<file path="config.mk">
export PLATFORM = sky130hd
export DESIGN_NAME = sample_coder
export DESIGN_NICKNAME = d
export VERILOG_FILES = /design/src/rtl/sample_coder_pkg.sv /design/src/rtl/sample_coder_sel.sv /design/src/rtl/sample_coder_enc.sv /design/src/rtl/sample_coder.sv
export SDC_FILE = /design/constraint.sdc
export NUM_CORES = 1
export LEC_CHECK = 0
export ABC_AREA = 1
export BUFFER_PORTS_ARGS = -buffer_cell sky130_fd_sc_hd__buf_4
export CAP_MARGIN = 20
export CORE_MARGIN = 2
export CORE_UTILIZATION = 48
export CTS_CLUSTER_SIZE = 20
export DETAILED_ROUTE_END_ITERATION = 12
export PLACE_DENSITY = 0.75
export REMOVE_ABC_BUFFERS = 1
export SYNTH_ARGS = -nofsm -noshare
export SYNTH_HDL_FRONTEND = slang
export SYNTH_SLANG_ARGS = --single-unit
</file>
<file path="constraint.sdc">
create_clock -name clk -period 2 [get_ports clk]
set_input_delay 0.2 -clock clk [delete_from_list [all_inputs] [get_ports clk]]
set_output_delay 0.2 -clock clk [all_outputs]
set_load 0.01 [all_outputs]
</file>
<file path="src/rtl/sample_coder_pkg.sv">
package sample_coder_pkg;

    localparam int SAMPLE_W = 12;

    typedef enum logic [1:0] {
        FMT_OBIN = 2'd0,
        FMT_TWOS = 2'd1,
        FMT_GRAY = 2'd2
    } fmt_e;

    typedef struct packed {
        logic                valid;
        logic [SAMPLE_W-1:0] word;
    } sample_t;

    // Shared code map for the pin and the override; the unused code falls back to offset binary.
    function automatic fmt_e code_to_fmt(input logic [1:0] code);
        case (code)
            2'd1:    return FMT_TWOS;
            2'd2:    return FMT_GRAY;
            default: return FMT_OBIN;
        endcase
    endfunction

    // Ripple from the top bit: each binary bit is its Gray bit XOR the binary bit above.
    function automatic logic [SAMPLE_W-1:0] gray_to_bin(input logic [SAMPLE_W-1:0] g);
        logic [SAMPLE_W-1:0] b;
        b[SAMPLE_W-1] = g[SAMPLE_W-1];
        for (int i = SAMPLE_W - 2; i >= 0; i--) begin
            b[i] = g[i] ^ b[i+1];
        end
        return b;
    endfunction

endpackage

</file>
<file path="src/rtl/sample_coder_sel.sv">
module sample_coder_sel
    import sample_coder_pkg::*;
(
    input  logic [1:0] pin_code,
    input  logic       ovr_valid,
    input  logic [1:0] ovr_fmt,
    output fmt_e       fmt
);
    fmt_e pin_fmt;
    fmt_e reg_fmt;

    always_comb begin
        pin_fmt = code_to_fmt(pin_code);
        reg_fmt = code_to_fmt(ovr_fmt);
        fmt     = ovr_valid ? reg_fmt : pin_fmt;
    end
endmodule

</file>
<file path="src/rtl/sample_coder_enc.sv">
module sample_coder_enc
    import sample_coder_pkg::*;
#(
    parameter int W = SAMPLE_W
) (
    input  logic [W-1:0] bin,
    input  fmt_e         fmt,
    output logic [W-1:0] coded
);
    localparam logic [W-1:0] MSB_MASK = {1'b1, {(W-1){1'b0}}};

    logic [W-1:0] gray;
    logic [W-1:0] twos;

    assign gray[W-1] = bin[W-1];
    for (genvar i = 0; i < W - 1; i++) begin : g_gray
        assign gray[i] = bin[i] ^ bin[i+1];
    end

    assign twos = bin ^ MSB_MASK;

    always_comb begin
        case (fmt)
            FMT_TWOS: coded = twos;
            FMT_GRAY: coded = gray;
            default:  coded = bin;
        endcase
    end
endmodule

</file>
<file path="src/rtl/sample_coder.sv">
module sample_coder
    import sample_coder_pkg::*;
#(
    parameter int W = SAMPLE_W
) (
    input  logic         clk,
    input  logic         rst,
    input  logic [W-1:0] in_word,
    input  logic         in_valid,
    input  logic [1:0]   pin_code,
    input  logic         ovr_valid,
    input  logic [1:0]   ovr_fmt,
    output logic [W-1:0] out_word,
    output logic         out_valid
);
    fmt_e         sel_fmt;
    logic [W-1:0] coded;
    sample_t      stage_q;

    sample_coder_sel u_sel (
        .pin_code  (pin_code),
        .ovr_valid (ovr_valid),
        .ovr_fmt   (ovr_fmt),
        .fmt       (sel_fmt)
    );

    sample_coder_enc #(.W(W)) u_enc (
        .bin   (in_word),
        .fmt   (sel_fmt),
        .coded (coded)
    );

    always_ff @(posedge clk) begin
        if (rst) begin
            stage_q <= '0;
        end else begin
            stage_q.valid <= in_valid;
            if (in_valid) begin
                stage_q.word <= coded;
            end
        end
    end

    assign out_word  = stage_q.word;
    assign out_valid = stage_q.valid;

    AST_VALID_LAT: assert property (@(posedge clk) disable iff (rst)
        !$past(rst) |-> (out_valid == $past(in_valid)));

    AST_IDLE_HOLD: assert property (@(posedge clk) disable iff (rst)
        (!rst && !in_valid) |=> $stable(out_word));

    AST_OBIN_PASS: assert property (@(posedge clk) disable iff (rst)
        $past(!rst && in_valid && sel_fmt == FMT_OBIN) |-> out_word == $past(in_word));

    AST_TWOS_TOP: assert property (@(posedge clk) disable iff (rst)
        $past(!rst && in_valid && sel_fmt == FMT_TWOS)
        |-> ({~out_word[W-1], out_word[W-2:0]} == $past(in_word)));

    AST_GRAY_INV: assert property (@(posedge clk) disable iff (rst)
        $past(!rst && in_valid && sel_fmt == FMT_GRAY)
        |-> gray_to_bin(out_word) == $past(in_word));
endmodule

</file>
; Yosys cells after proc, flatten, opt, wreduce, memory -nomap -nowiden
; Cells that the tools add are included.
[word_totals]
latchBits = 0
out_inout_bits = 13
ramBits = 0
wordCells = 24
regBits = 13
in_bits = 20
rom_bits = 0
n_memories = 0
[classes]
div = 0
n_mux = 4
n_eq_ne = 6
magnitude_cmp = 0
n_addsub = 0
shifts = 0
bitwise = 12
reduce_logical = 0
n_mul = 0
[ops]
columns = cell, count
row1 = 12-bit case mux with 2 select lines, 1
row2 = 1-bit XOR, 11
row3 = 2-bit case mux with 2 select lines, 2
row4 = "2-bit by 1-bit == test with 1-bit output, second input constant", 3
row5 = "2-bit == test, second input constant", 3
row6 = 2-bit two-way mux, 1
row7 = 1-bit inverter, 1

; Logic depth before layout (Yosys ltp)
[depth]
ltp_word = 5
depth_mapped = 12
ltp_nobuf = 11

; Cells and area by module
; A second synthesis with hierarchy kept.
[hier_totals]
hier_cells = 192
area_unflattened_um2 = 1032.2
[by_module_without_submodules]
columns = module, seq_area_each_um2, cells_per_inst, area_each_um2, instances
row1 = sample_coder, 260.2, 80, 541.8, 1
row2 = sample_coder_enc, 0.0, 101, 444.2, 1
row3 = sample_coder_sel, 0.0, 11, 46.3, 1

; Worst setup path after synthesis
; No wires, ideal clock.
[synth_timing]
path_type = in2reg
from = in pin_code[1]
to = reg stage_q (netlist bit out_word[10])
slack_ps = 478
setup_ps = 122
path_stages = 8
arrival_ps = 1400
path_buffers = 1
required_time_ps = 1878
path_cell_list = o31ai_1 -> inv_1 -> ha_1 -> nor2_1 -> buf_2 -> nand2_1 -> nand2_1 -> a21oi_2
[synth_via]
elab_chain_len = 5
elab_cells_between_ends = 7
classes_between = 4 x eq/ne / 3 x mux
[synth_rtl]
columns = item, line_no
row1 = start: declaration, sample_coder.sv:10  ; input logic [1:0] pin_code,
row2 = 2-bit == test / 2-bit by 1-bit == test with 1-bit output (equally long branches), sample_coder_pkg.sv:18  ; case (code)
row3 = 2-bit case mux with 2 select lines (*), sample_coder_pkg.sv:18
row4 = 2-bit two-way mux (*), sample_coder_sel.sv:15  ; fmt = ovr_valid ? reg_fmt : pin_fmt;
row5 = 2-bit == test / 2-bit by 1-bit == test with 1-bit output (equally long branches), sample_coder_enc.sv:23  ; case (fmt)
row6 = 12-bit case mux with 2 select lines (*), sample_coder_enc.sv:23
row7 = end: declaration, sample_coder.sv:18  ; sample_t stage_q;
; Every way passes the cells marked *; elsewhere a longest branch is shown, timed or not.
; A chain may end at the register's enable or synchronous reset.

; Worst setup path after layout
[layout_timing]
from = in ovr_valid
to = reg stage_q (netlist bit out_word[6])
[layout_via]
elab_chain_len = 3
elab_cells_between_ends = 4
classes_between = 2 x eq/ne / 2 x mux
[layout_rtl]
columns = item, line_no
row1 = start: declaration, sample_coder.sv:11  ; input logic ovr_valid,
row2 = 2-bit two-way mux (*), sample_coder_sel.sv:15
row3 = 2-bit == test / 2-bit by 1-bit == test with 1-bit output (equally long branches), sample_coder_enc.sv:23
row4 = 12-bit case mux with 2 select lines (*), sample_coder_enc.sv:23
; Marked as above.

==> qor.yml <==
placed_design:
  io_buffers: 32
  hpwl_um: 1473
  gp_congestion: 0.7827
  dp.cells: 197
timing:
  period_share: 0.7211
  slew_violations: 0
  holdWs_ns: 0.09909
  setup_violations: 0
  finalHoldViolations: 0
  timing.final.crit_period_ns: 1.442
  maxSlewHeadroom: 0.7805
  fmax_mhz: 693.3
  tightest_slew_ns: 0.3289
  tns_ns: 0
  finClkSkew_ns: 0
  rsz0062_at_grt: "false"
grt:
  grt_use_total: 0.2149
  grt_pass1_vias: 804
  grt.overflow.total: 0
  antenna_found_initial: 0
  grt_max_degree: 26
  grt_pass1_wl_um: 3422
final_layout:
  layout.cells.most_common_list: "nand2_1, buf_4, inv_1, nand3_1, dfxtp_1"
  drive_above_1_share: 0.2614
  antennaDiodeCount: 0
  area_growth_pct: 30.61
  stdcell_count: 201
  fin_nets: 200
  final_common_cell: "nand2_1"
detailed_routing:
  first_pass_iters: 4
  wl_um: 1977
  drtAntennaViolNets: 0
  via_count: 940
  routed_via_density: 4.677
  drcViolationCount: 0
  drt_iter0_drc: 14
  wl_per_cell_um: 9.836
floorplan:
  core_area_mm2: 0.001727
  die_area_mm2: 0.002208
  rows: 15
  die_h_um: 46.99
  initial_core_util: 0.5138
  dieWidth_um: 46.99
  io_pins: 33
pwr:
  total_power_mw: 0.6601
  ir_drop_mv: 0.4133
  leakage_nw: 0.6203
  power_density_mw_per_mm2: 569.7
cts:
  ctsResizeCount: 0
  clockRootBuffer: "clkbuf_4"
  postCtsSetupBuffers: 0
  cts_tree: "done"
  clk_latency_ns: 0.27
  clockBufferDepth: 2
  cts_buffers: 3
  cts.sinks: 13
  htreeDepth: 1
  clk_pin_slew_ns: 0.08
  cts_hold_buf: 0
worst_setup_path:
  end_kind: "register"
  reg2reg_to: "out_word[6]$_SDFFE_PP0P_"
  startpoint: "ovr_valid"
  reg2reg_slack_ns: 1.34
  cp-start-kind: "input pin"
  cp_slowest_cell: "ha_1"
  crit_type: "in -> reg"
  cpPeakStageDelay_ns: 0.33
  crit_arrival_ns: 1.65
  crit_required_ns: 2.21
  timing.rr.start: "out_word[6]$_SDFFE_PP0P_"
  crit_chain: "buf_4 -> o31ai_1 -> inv_1 -> ha_1 -> inv_1 -> nand3_1 -> nand2_1 -> nand2_1 -> a21oi_2"
  reg2regPathDepth: 2
  cp_max_fo: 12
  crit_path_end: "out_word[6]$_SDFFE_PP0P_"
synth:
  synth_area_um2: 887.1
  synth.distinct_cells: 15
  yosysSeqAreaShare: 0.2934
  ys_warn_count: 0
  synth.avg_cell_area_um2: 6.160
  ys_seq_elements: 13
  synthesis.instances: 144
job:
  drv_cap: 0
worst_hold_path:
  hold_class: "in -> reg"
run_status:
  status: "finished clean"
cells by family (layout without fill, tap and decap cells):
kind of cell             after synthesis  count (layout)  share of synthesized area
AND/OR/NAND/NOR                       76              76                     0.3442
buffers and inverters                 27              59                     0.1396
AO/OA/AOI/OAI                         25              25                     0.1805
adder cells (fa/ha/maj)                3               3                    0.04232
flip-flops                            13              13                     0.2934
routing by layer:
| metal | vias to the layer above | wire length (µm) | track usage | part of all wire |
|---|---|---|---|---|
| met2 | 24 | 948 | 0.3507 | 0.48 |
| met5 | - | 0 | 0 | 0 |
| li1 | 514 | - | - | - |
| met4 | 0 | 20 | 0.06667 | 0.010 |
| met1 | 400 | 923 | 0.2907 | 0.47 |
| met3 | 2 | 85 | 0.03462 | 0.043 |
worst min-delay path by stage:
stage                                end  depth (start not counted)  from  slack [ns]
detailed placement  out_valid$_SDFF_PP0_                          2   rst        0.38
finish              out_valid$_SDFF_PP0_                          2   rst         0.1
global route        out_valid$_SDFF_PP0_                          2   rst        0.09
global placement    out_valid$_SDFF_PP0_                          2   rst        0.37
CTS                 out_valid$_SDFF_PP0_                          2   rst        0.09
floorplan           out_valid$_SDFF_PP0_                          1   rst        0.27
area by class of cell:
type	count	area, µm²
well taps	25	31.28
multi-input cells	104	503.0
fillers	177	568.0
repair buffers	35	262.8
clock buffers	4	26.28
flip-flops and latches	13	260.3
inverters	20	75.07
registers in the layout, summed over array words and instances, names as in the netlist:
| name | count |
|---|---|
| out_valid | 1 |
| out_word | 12 |
cell usage after synthesis:
cell type,instances,area (µm²)
a21oi_2,8,70.07
buf_4,1,7.510
nand2_1,57,214.0
nand3b_1,1,7.510
nor2_1,5,18.77
a21oi_1,3,15.01
buf_6,2,22.52
buf_2,3,15.01
o31ai_1,2,15.01
inv_1,20,75.07
ha_1,3,37.54
dfxtp_1,13,260.3
o21ai_0,12,60.06
nand3_1,13,65.06
clkbuf_1,1,3.750
through the flow:
step                utilization  area, µm²  setup slack, ns
detailed placement       0.6558       1132           0.2584
global route             0.6710       1159           0.4013
global placement         0.6558       1132           0.3148
CTS                      0.6710       1159           0.5493
finish                   0.6710       1159           0.5577
floorplan                     -      838.3           0.3402
worst max-delay path: cells and delay by family:
family	cells	cell delay (ns)
AND/OR/NAND/NOR	3	0.26
AO/OA/AOI/OAI	2	0.39
buffers and inverters	3	0.48
adder cells (fa/ha/maj)	1	0.33
where the power goes:
group	switching (mW)	leakage, nW	internal (mW)
logic	0.120	0.497	0.0970
clock network	0.0790	0.0150	0.0771
registers	0.00850	0.108	0.279
total	0.207	0.620	0.453
No activity file was read; power rests on OpenSTA's default activity.
